**config.mk**
```make
export PLATFORM = sky130hd
export DESIGN_NAME = clksel_top
export DESIGN_NICKNAME = d
export VERILOG_FILES = /design/src/rtl/clksel_pkg.sv /design/src/rtl/clksel_sync_edge.sv /design/src/rtl/clksel_miss_wdog.sv /design/src/rtl/clksel_arbiter.sv /design/src/rtl/clksel_top.sv
export SDC_FILE = /design/constraint.sdc
export NUM_CORES = 1
export LEC_CHECK = 0
export ABC_AREA = 0
export ABC_CLOCK_PERIOD_IN_PS = 800
export BUFFER_PORTS_ARGS = -buffer_cell sky130_fd_sc_hd__buf_2
export CORE_AREA = 3 3 40 42
export DETAILED_ROUTE_END_ITERATION = 8
export DIE_AREA = 0 0 43 45
export PLACE_DENSITY_LB_ADDON = 0.3
export SYNTH_ARGS = -nofsm -noshare
export SYNTH_HDL_FRONTEND = slang
export SYNTH_SLANG_ARGS = --single-unit
```
**constraint.sdc**
```tcl
create_clock -name clk -period 0.8 [get_ports clk]
set_input_delay 0 -clock clk [delete_from_list [all_inputs] [get_ports clk]]
set_output_delay 0 -clock clk [all_outputs]
set_load 0.005 [all_outputs]
```
**src/rtl/clksel_pkg.sv**
```systemverilog
package clksel_pkg;
   typedef enum logic {
      SRC_INT = 1'b0,
      SRC_EXT = 1'b1
   } clk_src_e;
endpackage

```
**src/rtl/clksel_sync_edge.sv**
```systemverilog
// Synchronizer chain on an asynchronous pin followed by a rising-edge detector.
module clksel_sync_edge #(
   parameter int STAGES = 2
) (
   input  logic clk,
   input  logic rst_n,
   input  logic din,
   output logic rise
);
   localparam int TOP = STAGES - 1;

   if (STAGES < 2) begin : g_bad_stages
      $error("clksel_sync_edge: STAGES must be at least 2");
   end

   logic [STAGES-1:0] chain_q;
   logic              last_q;

   always_ff @(posedge clk or negedge rst_n) begin
      if (!rst_n) begin
         chain_q <= '0;
         last_q  <= 1'b0;
      end else begin
         chain_q <= {chain_q[STAGES-2:0], din};
         last_q  <= chain_q[TOP];
      end
   end

   assign rise = chain_q[TOP] & ~last_q;
endmodule

```
**src/rtl/clksel_miss_wdog.sv**
```systemverilog
// Counts internal ticks since the last external edge; flags the tick that
// completes the allowed gap.
module clksel_miss_wdog #(
   parameter int MISS_TICKS = 2
) (
   input  logic clk,
   input  logic rst_n,
   input  logic arm,
   input  logic tick,
   input  logic ext_edge,
   output logic expire
);
   if (MISS_TICKS < 1) begin : g_bad_miss
      $error("clksel_miss_wdog: MISS_TICKS must be at least 1");
   end

   if (MISS_TICKS == 1) begin : g_no_count
      assign expire = arm & tick & ~ext_edge;
   end else begin : g_count
      localparam int CW = $clog2(MISS_TICKS);
      localparam logic [CW-1:0] LAST = CW'(MISS_TICKS - 1);
      logic [CW-1:0] cnt_q;

      always_ff @(posedge clk or negedge rst_n) begin
         if (!rst_n) begin
            cnt_q <= '0;
         end else if (!arm || ext_edge) begin
            cnt_q <= '0;
         end else if (tick) begin
            cnt_q <= (cnt_q == LAST) ? '0 : cnt_q + 1'b1;
         end
      end

      assign expire = arm & tick & ~ext_edge & (cnt_q == LAST);
   end
endmodule

```
**src/rtl/clksel_arbiter.sv**
```systemverilog
// Source selection state and the registered cycle-start pulse.
module clksel_arbiter
   import clksel_pkg::*;
(
   input  logic     clk,
   input  logic     rst_n,
   input  logic     tick,
   input  logic     ext_edge,
   input  logic     soft_start,
   input  logic     expire,
   output clk_src_e src,
   output logic     pulse
);
   clk_src_e src_q, src_d;
   logic     pulse_q, pulse_d;
   logic     ext_ok;

   always_comb begin
      ext_ok  = ext_edge & ~soft_start;
      src_d   = src_q;
      pulse_d = 1'b0;
      unique case (src_q)
         SRC_INT: begin
            pulse_d = tick | ext_ok;
            if (ext_ok) src_d = SRC_EXT;
         end
         SRC_EXT: begin
            if (soft_start) begin
               src_d   = SRC_INT;
               pulse_d = tick;
            end else begin
               pulse_d = ext_edge | expire;
               if (expire) src_d = SRC_INT;
            end
         end
         default: src_d = SRC_INT;
      endcase
   end

   always_ff @(posedge clk or negedge rst_n) begin
      if (!rst_n) begin
         src_q   <= SRC_INT;
         pulse_q <= 1'b0;
      end else begin
         src_q   <= src_d;
         pulse_q <= pulse_d;
      end
   end

   assign src   = src_q;
   assign pulse = pulse_q;
endmodule

```
**src/rtl/clksel_top.sv**
```systemverilog
module clksel_top
   import clksel_pkg::*;
#(
   parameter int SYNC_STAGES = 2,
   parameter int MISS_TICKS  = 2
) (
   input  logic clk,
   input  logic rst_n,
   input  logic int_tick,
   input  logic sync_in,
   input  logic soft_start,
   output logic cyc_start,
   output logic ext_active
);
   logic     ext_rise;
   logic     wd_expire;
   logic     wd_arm;
   clk_src_e cur_src;

   clksel_sync_edge #(.STAGES(SYNC_STAGES)) u_sync (
      .clk  (clk),
      .rst_n(rst_n),
      .din  (sync_in),
      .rise (ext_rise)
   );

   assign wd_arm = (cur_src == SRC_EXT) & ~soft_start;

   clksel_miss_wdog #(.MISS_TICKS(MISS_TICKS)) u_wdog (
      .clk     (clk),
      .rst_n   (rst_n),
      .arm     (wd_arm),
      .tick    (int_tick),
      .ext_edge(ext_rise),
      .expire  (wd_expire)
   );

   clksel_arbiter u_arb (
      .clk       (clk),
      .rst_n     (rst_n),
      .tick      (int_tick),
      .ext_edge  (ext_rise),
      .soft_start(soft_start),
      .expire    (wd_expire),
      .src       (cur_src),
      .pulse     (cyc_start)
   );

   assign ext_active = (cur_src == SRC_EXT);
endmodule

```
==> run metrics <==
RSZ-0062 raised after global routing=yes; peak supply drop=0.712 mV; Total Wirelength=408 um; post-synth top area share=72.3%; Fillers=135; syn_area_per_cell=14.8 um2; register area=150 um2; dpl cells=35; CP Launch Type=register; Multi-input gate area=70.1 um2; GRT Util Overall=5.97%; worst-margin pin slew=0.146 ns; root buffer cell=clkbuf_4; vias in the first global route=181; initial antenna violation count=0; status=complete, but fails checks; gr ovfl total=0; Max Freq=1170 MHz; failing checks=negative setup slack; Critical Path Stages=2; Clock Sinks=6; via count=154; # setup viols final=2; Num CTS Buffers=3; number of synthesized flops with an enable pin=0; core area=0.00128 mm2; sequential share of the synthesized area=72.3%; Reg clk slew, reported paths=0.04 ns; Power per Cell Area=2040 mW/mm2; Cell Count, Final, Fillers Out=41; worst-case clock skew=0.00362 ns; Syn Nets=19; synthesized cell area=208 um2; depth of the worst register-to-register path=2; Fin. Hold Viols=0; GP Congestion=0.673; main flop type after synthesis=dfrtp_1; Synth area leaders=dfrtp_1 72%, a21bo_2 4.8%, and4b_1 4.8%; # rows=13; most numerous cell in the Yosys netlist=dfrtp_1; area leader, netlist=dfrtp_1; ys async rst share=100%; crit path time final=0.858 ns; Die Ht=45 um; CTS tree=done; Slew Viols, Final=0; period utilisation layout=107%; DP Worst Slack=-0.0408 ns; clk_lat worst skew=0.24 ns; die width=43 um; synthesis warning total=0; port bufs=6; final total power=0.663 mW; Hold WC Path Type=primary input to register; Critical Path Sink=u_wdog.g_count.cnt_q$_DFFE_PN0P_; DRC=0; critical path's top delay family=flip-flops; Register-to-Register Setup Slack=-0.06 ns; critical path buffer and inverter count=0; Post-DRT Antenna Nets=0; hold path startpoint=soft_start; FF+latch count, synth=6; Arr. time, crit path=0.98 ns; CP max FO=3; Final #Nets=33; post-synthesis cell count=14; Initial DRC Count=5; max_slew headroom=90.2%; # diodes=0; Post-Route Setup TNS=-0.0796 ns; first-pass detailed-route iteration total=2; RR Endpoint=u_wdog.g_count.cnt_q$_DFFE_PN0P_; critical path cell sequence=xor2_1 -> and4b_1; max incr delay on CP=0.40 ns; Routed wire per std cell=9.95 um; buffer depth of the longest clock path=2; CP endpoint kind=register; I/O pin count=7; Reg2Reg Launch Point=u_wdog.g_count.cnt_q$_DFFE_PN0P_; DR vias/cell=3.76; CP Launch Point=u_wdog.g_count.cnt_q$_DFFE_PN0P_; Synth-to-Final Area Change=56.6%; Cell variety after synth=9; static leakage=0.161 nW; largest net degree at the start of global routing=7; first-pass GRT wire length=724 um; Initial Utilization=16.2%; min setup slack post-route=-0.0575 ns; # H-tree levels=1; WP data required=0.93 ns; Slowest-stage cell, CP=dfrtp_1; Crit Path Category=register to register; max cap viols=0; die area=0.00194 mm2; share of layout cells above drive strength 1=50.0%
worst min path at each step:
| stage | to | slack [ns] | cells after the start |
|---|---|---|---|
| global placement | u_wdog.g_count.cnt_q$_DFFE_PN0P_ | -0.17 | 1 |
| CTS | u_arb.pulse$_DFF_PN0_ | 0.008 | 2 |
| floorplan | u_arb.pulse$_DFF_PN0_ | -0.30 | 0 |
| detailed placement | u_arb.src$_DFF_PN0_ | -0.17 | 1 |
| finish | u_arb.pulse$_DFF_PN0_ | 0.01 | 2 |
| global route | u_arb.pulse$_DFF_PN0_ | 0.007 | 2 |
routing by layer:
layer  up-vias  GRT usage, %  part of all wire, %
li1         73             -                    -
met1        68          5.20                   37
met3         3          6.77                   19
met5         -             0                    0
met4         0          5.42                  2.2
met2        10          7.19                   42
cells in the final DEF (no fill, tap or decap):
cell	netlist	layout
nor3b_2	0	1
clkbuf_4	0	3
o22ai_1	1	1
a21bo_2	1	1
a21oi_2	0	1
buf_2	0	6
dlygate4sd3_1	0	3
dfrtp_1	6	6
and4b_1	1	1
inv_1	1	1
xor2_1	1	1
nand2b_4	0	1
final cells by class:
cell class / instances / share of cell area [%]
Clock buffer: 3 / 6.92
Inverter: 1 / 1.15
Multi-Input combinational cell: 7 / 21.5
Sequential cell: 6 / 46.2
Tap cell: 15 / 5.77
Timing Repair Buffer: 9 / 18.5
kinds of logic after synthesis:
| kind of cell | Yosys count | synth area share (%) |
|---|---|---|
| xor+xnor | 1 | 4.22 |
| buf+inv | 1 | 1.81 |
| flops | 6 | 72.3 |
| compound gates | 3 | 10.2 |
| simple gates | 3 | 11.4 |
worst reg2reg max path, cell delays in order (launching register included):
cell	delay (ns)
dfrtp_1	0.40
xor2_1	0.16
and4b_1	0.18
per-stage QoR:
| stage | util (%) | hold slack (ns) | instance area [um2] |
|---|---|---|---|
| after floorplan | - | -0.296 | 208 |
| after global placement | 20.0 | -0.173 | 256 |
| after detailed placement | 20.0 | -0.168 | 256 |
| after CTS | 24.7 | 0.00849 | 318 |
| after global routing | 25.3 | 0.00721 | 325 |
| final | 25.3 | 0.00971 | 325 |
where the power goes:
| part | total (mW) | switching, mW | internal [mW] |
|---|---|---|---|
| logic | 0.0641 | 0.0260 | 0.0381 |
| clock network | 0.269 | 0.0997 | 0.169 |
| registers | 0.330 | 0.00896 | 0.321 |
| total | 0.663 | 0.135 | 0.528 |
sequential cells by signal, indices dropped and copies added, names as in the netlist:
| name | cells |
|---|---|
| u_sync.chain_q | 2 |
| u_arb.pulse | 1 |
| u_wdog.g_count.cnt_q | 1 |
| u_sync.last_q | 1 |
| u_arb.src | 1 |
timing repair:
action / 4_1_cts / 5_1_grt
endpoints found under the hold margin: 8 / 0
buffers inserted: 0 / 0
resized for setup: 2 / 1
pin swaps: 2 / 0
hold buffers: 3 / 0
setup endpoints to repair: 3 / 4
No activity file was read; power rests on OpenSTA's default activity.
